$ cat src/rtl/txc_pkg.sv
// Shared definitions for the mailbox transmit cancel controller.
// Assumes a four-entry register map selected by a two-bit address.
package txc_pkg;

    typedef enum logic [1:0] {
        REG_PEND     = 2'd0,
        REG_CANCEL   = 2'd1,
        REG_ABORTACK = 2'd2,
        REG_TXACK    = 2'd3
    } txc_reg_e;

    // One mailbox's view of the frame-engine strobes.
    typedef struct packed {
        logic start;
        logic done;
        logic err;
    } fe_evt_t;

    // One mailbox's view of the software writes.
    typedef struct packed {
        logic pend_set;
        logic cancel_set;
        logic abort_clr;
        logic txack_clr;
    } cpu_wr_t;

endpackage

$ cat src/rtl/txc_evt_decode.sv
// Turns the indexed frame-engine strobes into one event record per mailbox.
// Assumes at most one strobe kind is active per cycle for a given index;
// an index beyond NMB-1 matches no mailbox.
module txc_evt_decode
    import txc_pkg::*;
#(
    parameter int NMB   = 16,
    parameter int IDX_W = $clog2(NMB)
) (
    input  logic             fe_start,
    input  logic             fe_done,
    input  logic             fe_err,
    input  logic [IDX_W-1:0] fe_idx,
    output fe_evt_t          evt [NMB]
);

    for (genvar g = 0; g < NMB; g++) begin : g_dec
        logic hit;
        // Compare the strobe index against this mailbox number.
        always_comb begin
            hit = (fe_idx == IDX_W'(g));
        end
        // Qualify each strobe kind with the index match.
        always_comb begin
            evt[g].start = fe_start & hit;
            evt[g].done  = fe_done  & hit;
            evt[g].err   = fe_err   & hit;
        end
    end

endmodule

$ cat src/rtl/txc_regport.sv
// Register port: decodes software writes into per-mailbox strobes and
// multiplexes the four state vectors onto the read bus.
// Assumes single-cycle writes; reads are combinational.
module txc_regport
    import txc_pkg::*;
#(
    parameter int NMB = 16
) (
    input  logic           cpu_we,
    input  logic [1:0]     cpu_addr,
    input  logic [NMB-1:0] cpu_wdata,
    input  logic [NMB-1:0] mbox_is_tx,
    input  logic [NMB-1:0] pend_vec,
    input  logic [NMB-1:0] cancel_vec,
    input  logic [NMB-1:0] abort_vec,
    input  logic [NMB-1:0] txack_vec,
    output cpu_wr_t        wr [NMB],
    output logic [NMB-1:0] cpu_rdata
);

    txc_reg_e sel;

    // Map the raw address onto the register enumeration.
    always_comb begin
        sel = txc_reg_e'(cpu_addr);
    end

    for (genvar g = 0; g < NMB; g++) begin : g_wr
        // Per-bit write strobes; cancel writes need a transmit mailbox.
        always_comb begin
            wr[g].pend_set   = cpu_we & (sel == REG_PEND)     & cpu_wdata[g];
            wr[g].cancel_set = cpu_we & (sel == REG_CANCEL)   & cpu_wdata[g] & mbox_is_tx[g];
            wr[g].abort_clr  = cpu_we & (sel == REG_ABORTACK) & cpu_wdata[g];
            wr[g].txack_clr  = cpu_we & (sel == REG_TXACK)    & cpu_wdata[g];
        end
    end

    // Read multiplexer over the four state vectors.
    always_comb begin
        unique case (sel)
            REG_PEND:     cpu_rdata = pend_vec;
            REG_CANCEL:   cpu_rdata = cancel_vec;
            REG_ABORTACK: cpu_rdata = abort_vec;
            REG_TXACK:    cpu_rdata = txack_vec;
            default:      cpu_rdata = '0;
        endcase
    end

endmodule

$ cat src/rtl/txc_mbox_slice.sv
// State of one mailbox: pending, cancel request, in-transmission, and the
// two acknowledge flags. HAS_CANCEL=0 makes the cancel bit a reserved zero.
// Assumes the frame engine only ends a transmission it started.
module txc_mbox_slice
    import txc_pkg::*;
#(
    parameter bit HAS_CANCEL = 1'b1
) (
    input  logic    clk,
    input  logic    rst_n,
    input  fe_evt_t evt,
    input  cpu_wr_t wr,
    output logic    pend_q,
    output logic    cancel_q,
    output logic    busy_q,
    output logic    abort_q,
    output logic    txack_q
);

    logic drop;
    logic abort;
    logic cancel_in;
    logic tx_end;

    // Resolve a held cancel request against the current mailbox state.
    always_comb begin
        drop      = cancel_q & ~pend_q;
        abort     = cancel_q & pend_q & ~busy_q & ~evt.start;
        cancel_in = wr.cancel_set & HAS_CANCEL;
        tx_end    = evt.done | evt.err;
    end

    // Pending request: set by software, cleared by abort or normal end.
    always_ff @(posedge clk) begin
        if (!rst_n) pend_q <= 1'b0;
        else        pend_q <= (pend_q & ~abort & ~evt.done) | wr.pend_set;
    end

    // Cancel request: held until dropped, aborted or overtaken by completion.
    always_ff @(posedge clk) begin
        if (!rst_n) cancel_q <= 1'b0;
        else        cancel_q <= (cancel_q & ~(drop | abort | evt.done)) | cancel_in;
    end

    // In-transmission flag between start and either end strobe.
    always_ff @(posedge clk) begin
        if (!rst_n) busy_q <= 1'b0;
        else        busy_q <= (busy_q & ~tx_end) | evt.start;
    end

    // Abort acknowledge: write-1-to-clear, set has priority.
    always_ff @(posedge clk) begin
        if (!rst_n) abort_q <= 1'b0;
        else        abort_q <= (abort_q & ~wr.abort_clr) | abort;
    end

    // Transmit acknowledge: write-1-to-clear, set has priority.
    always_ff @(posedge clk) begin
        if (!rst_n) txack_q <= 1'b0;
        else        txack_q <= (txack_q & ~wr.txack_clr) | evt.done;
    end

endmodule

$ cat src/rtl/txcancel_ctrl.sv
// Top of the mailbox transmit cancel controller. Instantiates the strobe
// decoder, the register port and one state slice per mailbox. Mailbox 0
// has no cancel bit. Assumes one mailbox in transmission at a time.
module txcancel_ctrl
    import txc_pkg::*;
#(
    parameter  int NMB   = 16,
    localparam int IDX_W = $clog2(NMB)
) (
    input  logic             clk,
    input  logic             rst_n,
    input  logic             cpu_we,
    input  logic [1:0]       cpu_addr,
    input  logic [NMB-1:0]   cpu_wdata,
    output logic [NMB-1:0]   cpu_rdata,
    input  logic [NMB-1:0]   mbox_is_tx,
    input  logic             fe_start,
    input  logic             fe_done,
    input  logic             fe_err,
    input  logic [IDX_W-1:0] fe_idx
);

    fe_evt_t        evt [NMB];
    cpu_wr_t        wr  [NMB];
    logic [NMB-1:0] pend_vec;
    logic [NMB-1:0] cancel_vec;
    logic [NMB-1:0] busy_vec;
    logic [NMB-1:0] abort_vec;
    logic [NMB-1:0] txack_vec;

    txc_evt_decode #(.NMB(NMB), .IDX_W(IDX_W)) dec_i (
        .fe_start (fe_start),
        .fe_done  (fe_done),
        .fe_err   (fe_err),
        .fe_idx   (fe_idx),
        .evt      (evt)
    );

    txc_regport #(.NMB(NMB)) port_i (
        .cpu_we     (cpu_we),
        .cpu_addr   (cpu_addr),
        .cpu_wdata  (cpu_wdata),
        .mbox_is_tx (mbox_is_tx),
        .pend_vec   (pend_vec),
        .cancel_vec (cancel_vec),
        .abort_vec  (abort_vec),
        .txack_vec  (txack_vec),
        .wr         (wr),
        .cpu_rdata  (cpu_rdata)
    );

    for (genvar g = 0; g < NMB; g++) begin : g_mb
        txc_mbox_slice #(.HAS_CANCEL(g != 0)) slice_i (
            .clk      (clk),
            .rst_n    (rst_n),
            .evt      (evt[g]),
            .wr       (wr[g]),
            .pend_q   (pend_vec[g]),
            .cancel_q (cancel_vec[g]),
            .busy_q   (busy_vec[g]),
            .abort_q  (abort_vec[g]),
            .txack_q  (txack_vec[g])
        );
    end

endmodule

$ cat config.mk
export PLATFORM = sky130hd
export DESIGN_NAME = txcancel_ctrl
export DESIGN_NICKNAME = d
export VERILOG_FILES = /design/src/rtl/txc_pkg.sv /design/src/rtl/txc_evt_decode.sv /design/src/rtl/txc_regport.sv /design/src/rtl/txc_mbox_slice.sv /design/src/rtl/txcancel_ctrl.sv
export SDC_FILE = /design/constraint.sdc
export NUM_CORES = 1
export LEC_CHECK = 0
export BUFFER_PORTS_ARGS = -buffer_cell sky130_fd_sc_hd__buf_4
export CAP_MARGIN = 15
export CORE_MARGIN = 1.5
export CORE_UTILIZATION = 25
export DETAILED_ROUTE_END_ITERATION = 8
export SLEW_MARGIN = 10
export SYNTH_ARGS = -nofsm -noshare
export SYNTH_HDL_FRONTEND = slang
export SYNTH_SLANG_ARGS = --single-unit
export TNS_END_PERCENT = 20
$ cat constraint.sdc
create_clock -name clk -period 1.6 [get_ports clk]
set_clock_uncertainty 0.2 [all_clocks]
set_input_delay 0.32 -clock clk [delete_from_list [all_inputs] [get_ports clk]]
set_output_delay 0.32 -clock clk [all_outputs]
set_load 0.1 [all_outputs]
=== Word level (Yosys, flattened, before mapping) ===
Cells that the tools add are included.

* Multiplexer cells: 1
* Equal/unequal tests: 18
* Reductions and logical operators: 2
* Bitwise operators: 561

{| class="wikitable"
|+ Operators with widths
! operator !! number
|-
| bitwise AND 1 bit || 290
|-
| NOT 1 bit || 144
|-
| bitwise OR 1 bit || 127
|-
| case mux 16 bit (4 select lines) || 1
|-
| equality test 4 bit (second input constant) || 8
|-
| equality test 4 x 3 -> 1 bit (second input constant) || 4
|-
| equality test 4 x 2 -> 1 bit (second input constant) || 2
|-
| equality test 2 bit (second input constant) || 2
|-
| equality test 4 x 1 -> 1 bit (second input constant) || 1
|-
| logical NOT 4 bit || 1
|-
| equality test 2 x 1 -> 1 bit (second input constant) || 1
|-
| logical NOT 2 bit || 1
|}

* Output and inout bits: 16
* Bits in registers: 80
* Word-level logic and storage cells: 662
* Bits of input ports: 44

=== Longest topological paths before layout ===
* Word-level depth: 9
* Depth in mapped cells: 6
* Depth with buffers taken out: 3

=== Cells and area by module ===
Synthesis repeated with hierarchy kept, for this count alone.

* Cell total of the unflattened synthesis: 455
* Area, all modules: 4484.3 µm²

{| class="wikitable"
|+ By module, submodules not included
! module !! times used !! area each (µm²) !! cells each
|-
| txc_mbox_slice at g_mb[10].slice_i ... || 15 || 200.2 || 17
|-
| txc_regport || 1 || 968.4 || 113
|-
| txc_evt_decode || 1 || 326.6 || 70
|-
| txc_mbox_slice at g_mb[0].slice_i || 1 || 186.4 || 17
|}

=== Least setup slack after synthesis ===
OpenSTA, ideal clock, no wires.

* Path kind: input to output
* From: input port cpu_addr[0]
* To: output port cpu_rdata[0]
* Data required time: 1080 ps
* Buffers on the path: 2
* Stages: 3
* Slack: -413 ps
* Arrival: 1493 ps
* Cell sequence: buf_4 -> buf_4 -> mux4_2

* Cells in the longest elaborated chain, start to end: 2
* Elaborated cells on any way between the ends: 5
* Classes of those cells: eq/ne: 3; mux: 1; reduce/logical: 1

{| class="wikitable"
|+ Ends and longest elaborated chain
! what !! line !! RTL
|-
| from (decl) || txcancel_ctrl.sv:13 || <nowiki>input logic [1:0] cpu_addr,</nowiki>
|-
| equality test 2 bit, or another cell as far along || txc_regport.sv:40 || <nowiki>unique case (sel)</nowiki>
|-
| case mux 16 bit (4 select lines) * || txc_regport.sv:40 ||
|-
| to (decl) || txcancel_ctrl.sv:15 || <nowiki>output logic [NMB-1:0] cpu_rdata,</nowiki>
|}

Mark *: on every way between the ends. The rest lies on a longest branch, timed or not.

=== Worst setup path in the final report ===
* From: register g_mb[1].slice_i.txack_q
* To: output port cpu_rdata[1]

* Cells in the longest elaborated chain, start to end: 1

{| class="wikitable"
|+ Ends and longest elaborated chain
! what !! line !! RTL
|-
| from (decl) || txc_mbox_slice.sv:17 || <nowiki>output logic txack_q</nowiki>
|-
| from (signal assigned) || txc_mbox_slice.sv:60 || <nowiki>else txack_q <= (txack_q & ~wr.txack_clr) | evt.done;</nowiki>
|-
| case mux 16 bit (4 select lines) || txc_regport.sv:40 ||
|}

No other way between the ends.

==> results.md <==
* Num rows at 45
* Remaining DRCs at 0
* Worst Path Required at 1.08 ns
* Startpoint Class: flop
* Final setup margin at -0.2769 ns
* Crit path from: g_mb[1].slice_i.txack_q
* Syn Nets at 450
* Final setup viols at 16
* Largest net degree at the start of global routing at 64
* Dpl cells at 694
* Crit path max fanout at 2
* Cell count after synthesis at 406
* Async S/R FF share, synth at 0
* Placeable core area at 0.01526 mm2
* P per Cell Area at 897.4 mW/mm2
* Port buffer count at 58
* CTS Buffer Depth at 2
* Die W at 128 um
* Total Routed Length at 11610 um
* CTS tree: built
* Max-cap viol count at 0
* Synth Register Bits at 80
* Share of cells above drive strength 1 at 0.3215
* Post-synthesis sequential area ratio at 0.4100
* Min Tclk post-route at 1.877 ns
* Post-synthesis cell area at 0.003906 mm2
* Post-Syn Area per Cell at 9.621 um2
* Layout fillers at 1526
* GP Congestion at 0.7683
* H-tree levels at 3
* Final setup TNS at -4.063 ns
* Fin util at 0.3531
* 1st-pass router iterations at 4
* DP Wirelength at 8426 um
* Worst Tran Pin Value at 0.8749 ns
* Hold path startpoint: cpu_wdata[2]
* Crit path capture type: primary output
* Grt total ovfl at 0
* Drt wl/cell at 16.17 um
* Dpl ws at -0.4216 ns
* Hold Fails Final Rpt at 0
* Initial DRC Count at 213
* Via count at 3490
* Area taken by multi-input logic gates at 0.002142 mm2
* Status: finished with violations
* Worst Setup Path Type: reg2out
* Final cell count without fillers at 718
* Violated checks: setup timing
* Register area at 0.001609 mm2
* Ys flop type: dfxtp_1
* Max rail drop VDD at 0.5570 mV
* Diodes inserted at 0
* RSZ-0062 raised after global routing: yes
* Global-route usage over all layers at 0.1504
* Initial antenna violation count at 0
* Routed vias/inst at 4.861
* Worst-path clk slew at 0.06 ns
* Fin nets at 546
* Full die area at 0.01638 mm2
* Yosys cell types at 32
* Insertion delay to the later sink of the worst-skew pair at 0.34 ns
* Design Power at 4.835 mW
* Number of flops mapped to enable cells by yosys at 0
* Routed Antenna Nets at 0
* Slew headroom at 0.4146
* Part of the cycle the worst path needs at 1.173
* Arrival time at the worst endpoint at 1.36 ns
* Io pins at 60
* Yosys Warn Count at 0
* Post-synth top area share at 0.4100
* Hold Crit Class: in2reg
* First-pass GRT wire length at 18700 um
* Root Buffer: clkbuf_16
* Most area-consuming cells after synthesis: dfxtp_1, mux4_2, o31ai_1
* Largest area contributor in the netlist: dfxtp_1
* Max Freq at 532.8 MHz
* Most instantiated cells after synthesis: dfxtp_1, nand2_1, o31ai_1
* Chip height at 128 um
* Most frequent cell after synthesis: dfxtp_1
* Count of final max-slew check failures at 0
* Starting Density at 0.2560
* Leak Pwr at 1.968 nW
* TritonCTS Sinks at 80
* Critical R2R Launch: g_mb[0].slice_i.pend_q
* Area Overhead vs Synth at 37.92%
* Number of global-route vias before repair at 3561
* Num CTS Buffers at 9
-- per-layer routing --
metal | global-route usage | up-vias | share of wire
li1 | - | 1703 | -
met1 | 0.1908 | 1667 | 0.44
met2 | 0.2438 | 98 | 0.47
met3 | 0.03715 | 22 | 0.064
met4 | 0.06345 | 0 | 0.025
met5 | 0 | - | 0
-- per-stage QoR --
| stage | hold slack [ns] | cell area (um2) |
|---|---|---|
| after floorplan | 0.2285 | 3931 |
| after global placement | 0.2519 | 4888 |
| after detailed placement | 0.2594 | 4888 |
| after CTS | 0.0002945 | 5350 |
| after global routing | 0.01147 | 5388 |
| final | 0.006968 | 5388 |
-- cell usage in the layout, fill, tap and decap left out, types with 4 or more instances in the layout --
cell	instances
buf_6	11
dfxtp_2	6
mux4_2	16
o31ai_1	38
nand2_1	64
o21a_1	32
dfxtp_1	74
nand2b_1	4
o41ai_1	4
clkbuf_16	9
buf_12	8
a211oi_2	14
a21boi_0	29
dlygate4sd3_1	6
a21boi_1	19
nand3_1	31
nor2_1	17
buf_4	89
-- path summary, 6_finish.rpt --
kind,endpoint,slack (ns),depth (start not counted)
setup / recovery,cpu_rdata[1],-0.28,2
hold / removal,g_mb[2].slice_i.pend_q,0.007,3
setup reg to reg,g_mb[0].slice_i.pend_q,0.31,3
hold reg to reg,g_mb[2].slice_i.busy_q,0.27,2
-- worst max-delay path: stages (launching register included) --
cell,delay [ns]
dfxtp_2,0.32
mux4_2,0.51
buf_12,0.19
-- where the power goes --
group | internal, mW | total [mW] | switching, mW
Sequential | 2.03 | 2.05 | 0.0202
Combinational | 0.259 | 0.578 | 0.318
Clock | 1.41 | 2.21 | 0.800
Total | 3.70 | 4.84 | 1.14
-- kinds of logic (layout without fill, tap and decap cells) --
| family | Yosys count | after routing | share of synthesized area |
|---|---|---|---|
| AOI/OAI and AO/OA | 145 | 145 | 0.2947 |
| buffers and inverters | 32 | 133 | 0.04324 |
| DFF | 80 | 80 | 0.4100 |
| muxes | 16 | 16 | 0.09225 |
| and+or+nand+nor | 133 | 133 | 0.1598 |
-- layout make-up --
cell class / count / share of cell area
Multi-Input combinational cell: 294 / 0.3976
Sequential cell: 80 / 0.2987
Clock buffer: 13 / 0.04645
Clock inverter: 3 / 0.01208
Timing Repair Buffer: 117 / 0.1962
Tap cell: 211 / 0.04900
-- sequential cells by signal (all words and copies together) (netlist names) --
name                   flops
g_mb.slice_i.abort_q      16
g_mb.slice_i.busy_q       16
g_mb.slice_i.cancel_q     16
g_mb.slice_i.pend_q       16
g_mb.slice_i.txack_q      16
-- repair_timing --
| action | CTS | global route |
|---|---|---|
| buffers inserted | 1 | 1 |
| hold endpoints to repair | 6 | 0 |
| setup endpoints to repair | 16 | 16 |
| hold buffers | 6 | 0 |
| resized for setup | 22 | 10 |
(Power assumes the default switching activity.)
